[config.mk]
export PLATFORM = sky130hd
export DESIGN_NAME = text_slot_seq
export DESIGN_NICKNAME = d
export VERILOG_FILES = /design/src/rtl/text_slot_seq.sv
export SDC_FILE = /design/constraint.sdc
export NUM_CORES = 1
export LEC_CHECK = 0
export ABC_AREA = 1
export BUFFER_PORTS_ARGS = -buffer_cell sky130_fd_sc_hd__buf_2
export CORE_UTILIZATION = 40
export CTS_BUF_LIST = sky130_fd_sc_hd__clkbuf_4
export DETAILED_ROUTE_END_ITERATION = 8
export GPL_ROUTABILITY_DRIVEN = 0
export GPL_TIMING_DRIVEN = 0
export PLACE_DENSITY = 0.66
export SYNTH_ARGS = -nofsm -noshare
export SYNTH_HDL_FRONTEND = slang
export SYNTH_SLANG_ARGS = --single-unit
[constraint.sdc]
create_clock -name clk -period 5.3 [get_ports clk]
set_input_delay 1.06 -clock clk [delete_from_list [all_inputs] [get_ports clk]]
set_output_delay 1.06 -clock clk [all_outputs]
set_load 0.02 [all_outputs]
[src/rtl/text_slot_seq.sv]
module text_slot_seq #(
  parameter int LAST_SLOT = 255,
  parameter int ADV_SLOT  = 250,
  parameter int LINE_W    = 8,
  localparam int SLOT_W   = $clog2(LAST_SLOT + 1)
) (
  input  logic              clk,
  input  logic              rst_n,
  input  logic              slot_en,
  input  logic              text_mode,
  input  logic [3:0]        name_base,
  input  logic [LINE_W-1:0] vline,
  input  logic [7:0]        name_data,
  output logic [SLOT_W-1:0] slot,
  output logic [1:0]        acc_kind,
  output logic [1:0]        pix_kind,
  output logic [13:0]       vram_addr,
  output logic [7:0]        name_q,
  output logic              line_adv
);
  localparam logic [SLOT_W-1:0] S_GRP0 = SLOT_W'(4);
  localparam logic [SLOT_W-1:0] S_GRPN = SLOT_W'(123);
  localparam logic [SLOT_W-1:0] S_ACT0 = SLOT_W'(8);
  localparam logic [SLOT_W-1:0] S_ACTN = SLOT_W'(126);
  localparam logic [SLOT_W-1:0] S_BRDN = SLOT_W'(138);
  localparam logic [SLOT_W-1:0] S_JMP  = SLOT_W'(147);
  localparam logic [SLOT_W-1:0] S_LAND = SLOT_W'(233);
  localparam logic [SLOT_W-1:0] S_LAST = SLOT_W'(LAST_SLOT);
  localparam logic [SLOT_W-1:0] S_ADV  = SLOT_W'(ADV_SLOT);

  logic [SLOT_W-1:0] slot_q, slot_nx;
  logic [1:0] ph_q;
  logic [5:0] col_q;
  logic in_grp;

  assign in_grp  = (slot_q >= S_GRP0) && (slot_q <= S_GRPN);
  assign slot_nx = (slot_q == S_JMP)  ? S_LAND :
                   (slot_q == S_LAST) ? '0 : slot_q + 1'b1;

  always_ff @(posedge clk) begin
    if (!rst_n) begin
      slot_q <= '0;
      ph_q   <= '0;
      col_q  <= '0;
      name_q <= '0;
    end else if (slot_en) begin
      slot_q <= slot_nx;
      if (slot_q == S_GRP0 - 1'b1) begin
        ph_q  <= '0;
        col_q <= '0;
      end else if (in_grp) begin
        if (ph_q == 2'd2) begin
          ph_q  <= '0;
          col_q <= col_q + 1'b1;
        end else begin
          ph_q <= ph_q + 1'b1;
        end
      end
      if (in_grp && ph_q == 2'd0) name_q <= name_data;
    end
  end

  always_comb begin
    if (!in_grp)            acc_kind = 2'd3;
    else if (ph_q == 2'd0)  acc_kind = 2'd1;
    else if (ph_q == 2'd1)  acc_kind = 2'd3;
    else                    acc_kind = 2'd2;
  end

  always_comb begin
    if (slot_q < S_ACT0)        pix_kind = 2'd1;
    else if (slot_q <= S_ACTN)  pix_kind = 2'd2;
    else if (slot_q <= S_BRDN)  pix_kind = 2'd1;
    else                        pix_kind = 2'd0;
  end

  logic [13:0] base_f, row40, text_addr, gfx_addr;
  assign base_f    = {name_base, 10'b0};
  assign row40     = 14'(vline >> 3) * 14'd40;
  assign text_addr = (base_f | row40) + 14'(col_q);
  assign gfx_addr  = base_f | ((14'(vline) << 2) & 14'h03E0) | 14'(slot_q >> 2);
  assign vram_addr = text_mode ? text_addr : gfx_addr;

  assign slot     = slot_q;
  assign line_adv = slot_en && (slot_q == S_ADV);
endmodule


Yosys cells after proc, flatten, opt, wreduce, memory -nomap -nowiden
Index checks and enable logic that the tools add are counted.
- register bits after elaboration: 24
- latch bits: 0
- bits in writable memories: 0
- ROM bits: 0
- bits of input ports: 24
- output and inout bits: 35
- logic and storage cells: 47
- memories: 0
- $add $sub $neg: 4
- multiply operators: 1
- divide/modulo/power cells: 0
- order comparisons: 5
- equality and inequality tests: 6
- shift-type cells: 0
- multiplexer cells: 15
- bitwise operators: 3
- reductions and logical operators: 9
- operator list (kind ; number):
    8-bit equality test, second input constant ; 3
    6-bit two-way mux ; 3
    8-bit by 7-bit less-or-equal comparator with 1-bit output, second input constant ; 2
    8-bit two-way mux ; 2
    14-bit by 6-bit adder with 14-bit output ; 1
    14-bit two-way mux ; 1
    2-bit two-way mux ; 7
    14-bit by 10-bit OR with 14-bit output ; 1
    14-bit by 11-bit OR with 14-bit output ; 1
    14-bit by 6-bit OR with 14-bit output ; 1
    8-bit by 1-bit adder with 8-bit output, second input constant ; 1
    8-bit by 2-bit equality test with 1-bit output, second input constant ; 1
    8-bit by 3-bit greater-or-equal comparator with 1-bit output, second input constant ; 1
    8-bit less-or-equal comparator, second input constant ; 1
    8-bit by 4-bit less-than comparator with 1-bit output, second input constant ; 1
    5-bit by 3-bit multiplier with 8-bit output, second input constant ; 1
    6-bit by 1-bit adder with 6-bit output, second input constant ; 1
    2-bit AND reduction ; 2
    2-bit nonzero test ; 2
    1-bit logical AND ; 3
    3-bit AND reduction ; 1
    2-bit by 1-bit adder with 2-bit output, second input constant ; 1
    2-bit by 1-bit equality test with 1-bit output, second input constant ; 1
    2-bit equality test, second input constant ; 1
    2 further kinds ; 3

Depth between registers and ports, before layout
- depth after elaboration: 4
- depth in mapped cells: 12
- depth with buffers taken out: 12

Least setup slack after synthesis
No wires, ideal clock.
- kind: input to output
- start point: in vline[4]
- end point: out vram_addr[11]
- arrival: 2.889 ns
- required time: 4.240 ns
- path slack: 1.351 ns
- cell stages on the path: 11
- path through: ha_1 ha_1 fa_1 nand2_1 inv_1 nor2_1 nand2_1 nor2_1 nand2_1 nor2_1 xor2_1
- word-level cells in the longest chain between the ends: 4
- RTL lines (item ; line ; source):
    start, declared ; 12 ; input logic [LINE_W-1:0] vline,
    5-bit by 3-bit multiplier with 8-bit output ; 79 ; assign row40 = 14'(vline >> 3) * 14'd40;
    14-bit by 11-bit OR with 14-bit output ; 80 ; assign text_addr = (base_f | row40) + 14'(col_q);
    14-bit by 6-bit adder with 14-bit output ; 80 ;
    14-bit two-way mux ; 82 ; assign vram_addr = text_mode ? text_addr : gfx_addr;
    end, declared ; 17 ; output logic [13:0] vram_addr,
Every way passes these cells.

Final worst setup path
Same ends and word-level chain as after synthesis.

==> impl_metrics.py <==
metrics = {
    "status": {
        "status": "finished, final reports clean",
    },
    "synthesis": {
        "synthCells": 279,
        "syn_area_per_cell_um2": 6.53,
        "syn_area_um2": 1820,
        "yosysSeqAreaShare_pct": 26.4,
        "synth_cell_types": 32,
        "yosys_warnings": 0,
        "synth_nets": 318,
        "synth-seq-cells": 24,
    },
    "routing": {
        "via_per_inst": 4.95,
        "routed_wl_um": 4300,
        "routed-via-count": 1932,
        "drc": 0,
        "drt_iter0_drc": 87,
        "ant_nets": 0,
        "drt_pass1_iterations": 4,
        "wl_per_cell_um": 11.0,
    },
    "power_and_ir_drop": {
        "peakVddDrop_mv": 0.126,
        "p_per_area_nw_per_um2": 185,
        "p_leak_nw": 1.10,
    },
    "die": {
        "start_util_pct": 41.9,
        "io_pins": 59,
        "core_area_um2": 4350,
        "rows": 24,
        "dieArea_um2": 4830,
        "die_h_um": 69.5,
        "die_x_um": 69.5,
    },
    "clocking": {
        "clock_path_buffers": 2,
        "cts_setup_buffers": 0,
        "clock-sinks": 24,
        "cts_resized": 0,
        "cts_tree": "yes",
        "cts_max_level": 1,
        "cts_hold_buf": 0,
        "numCtsBuffers": 3,
        "clkTransAtPathRegs_ns": 0.14,
        "clk_latency_ns": 0.31,
        "clockRootBuffer": "clkbuf_4",
    },
    "worst_setup_path": {
        "cp.arrival_ns": 3.14,
        "cp-end-kind": "primary output",
        "cp_max_fo": 3,
        "critical_path_class": "in2out",
        "critPathRequiredTime_ns": 4.24,
        "startpoint_type": "input port",
    },
    "place": {
        "dp_hpwl_um": 3430,
        "port_buffers": 55,
    },
    "sta": {
        "rsz0062_at_grt": "false",
        "fmax_mhz": 238,
        "setup_violations": 0,
        "drv_slew": 0,
        "worstMarginPinSlew_ns": 0.503,
        "fin_crit_sh_pct": 79.3,
        "post-route-min-period_ns": 4.20,
        "relSlewSlack_pct": 66.5,
        "hold_viol": 0,
        "skew_ns": 0.00272,
        "fin_tns_setup_ns": 0,
    },
    "global_route": {
        "grt_antenna_before_repair": 0,
        "gr-usage-all-layers_pct": 18.1,
        "grt_pass1_wl_um": 7320,
        "grt_max_degree": 15,
        "grt_remaining_overflow": 0,
        "grt_pass1_vias": 1707,
    },
    "final_layout": {
        "area_growth_pct": 21.6,
        "drive_gt1_share_pct": 21.6,
        "antenna_cells": 0,
        "fin_util_pct": 50.9,
        "fin_nets": 378,
        "final_cell_mix": "nand2_1, buf_2, nor2_1, inv_1, o21ai_0",
        "layout_commonest_cell": "nand2_1",
        "n_fill_cell": 450,
    },
    "flow_run": {
        "max-cap-violations": 0,
    },
    "hold_path": {
        "min_path_type": "reg2reg",
    },
}
synth_stat cells:
master    instances  share of area [%]
a211oi_1          1               0.41
a21oi_1          12                3.3
a31oi_1           2               0.69
and2_2            1               0.41
buf_1             1               0.21
clkbuf_1          3               0.62
clkinv_1          1               0.21
dfxtp_1          24                 26
fa_1              2                2.2
ha_1             13                8.9
inv_1            35                7.2
inv_2             1               0.21
inv_4             1               0.34
nand2_1          56                 12
nand2_2           2               0.69
nand2_4           3                1.9
nand3_1          13                3.6
nand3_2           2                1.1
nand3_4           1               0.96
nand4_1           9                3.1
nor2_1           46                9.5
nor2_2            1               0.34
nor3_1            6                1.6
nor3_2            1               0.55
o21a_1            1               0.41
o21ai_0          26                7.1
o21ai_1           1               0.27
o221ai_1          1               0.48
o22ai_1           2               0.69
or2_2             1               0.34
xnor2_1           2               0.96
xor2_1            8                3.8
flip-flops by register name, indices dropped and copies added (netlist names):
register	count
ph_q	2
slot	8
name_q	8
col_q	6
worst paths after layout:
path	start	endpoint	slack [ns]	cells after the start
max	vline[4]	vram_addr[11]	1.10	13
min	name_q[5]$_SDFFE_PN0P_	name_q[5]$_SDFFE_PN0P_	0.49	2
max reg2reg	slot[0]$_SDFFE_PN0P_	col_q[1]$_SDFFE_PN0P_	3.62	8
min reg2reg	name_q[5]$_SDFFE_PN0P_	name_q[5]$_SDFFE_PN0P_	0.49	2
stage by stage:
stage	area (um2)	setup slack [ns]	cells	hold slack, ns	power [mW]
after CTS	2220	1.08	390	0.496	0.414
final	2220	1.10	390	0.494	0.410
after global placement	2160	1.16	386	0.461	0.280
after detailed placement	2160	1.09	386	0.469	0.281
after global routing	2220	0.900	390	0.523	0.435
after floorplan	1820	1.35	279	0.461	0.251
area by class of cell:
| cell class | instances | area [um2] | share of cell area [%] |
|---|---|---|---|
| multi-input combinational | 213 | 1180 | 53.4 |
| sequential | 24 | 480 | 21.7 |
| clock buffer | 3 | 22.5 | 1.02 |
| buffer | 4 | 15.0 | 0.678 |
| timing repair buffer | 55 | 275 | 12.4 |
| clock inverter | 1 | 30.0 | 1.36 |
| tap | 52 | 65.1 | 2.94 |
| inverter | 38 | 145 | 6.55 |
report_power, final:
group	switching [mW]	leakage (nW)	internal, mW	total [mW]
registers	0.00386	0.194	0.184	0.188
logic	0.0564	0.873	0.0326	0.0890
clock network	0.0569	0.0279	0.0764	0.133
total	0.117	1.10	0.293	0.410
kinds of logic (layout without fill, tap and decap cells):
logic type	count (synthesis)	after routing	share of synthesized area (%)
flops	24	24	26.4
simple gates	142	142	35.6
buf+inv	42	101	8.78
fa+ha+maj	15	15	11.1
compound gates	46	46	13.4
xor+xnor	10	10	4.80
critical path, cell delays in order:
cell	delay, ns
buf_2	0.13
ha_1	0.29
ha_1	0.23
fa_1	0.39
nand2_1	0.08
inv_1	0.06
nor2_1	0.08
nand2_1	0.08
nor2_1	0.17
nand2_1	0.11
nor2_1	0.15
xor2_1	0.16
buf_2	0.18
per-layer routing:
layer,GRT usage [%],vias to the layer above,wire (um)
met1,22.9,851,1990
met2,32.3,46,2080
met4,4.99,0,30
met3,2.18,4,197
li1,-,1031,-
met5,0,-,0
(Power assumes the default switching activity.)
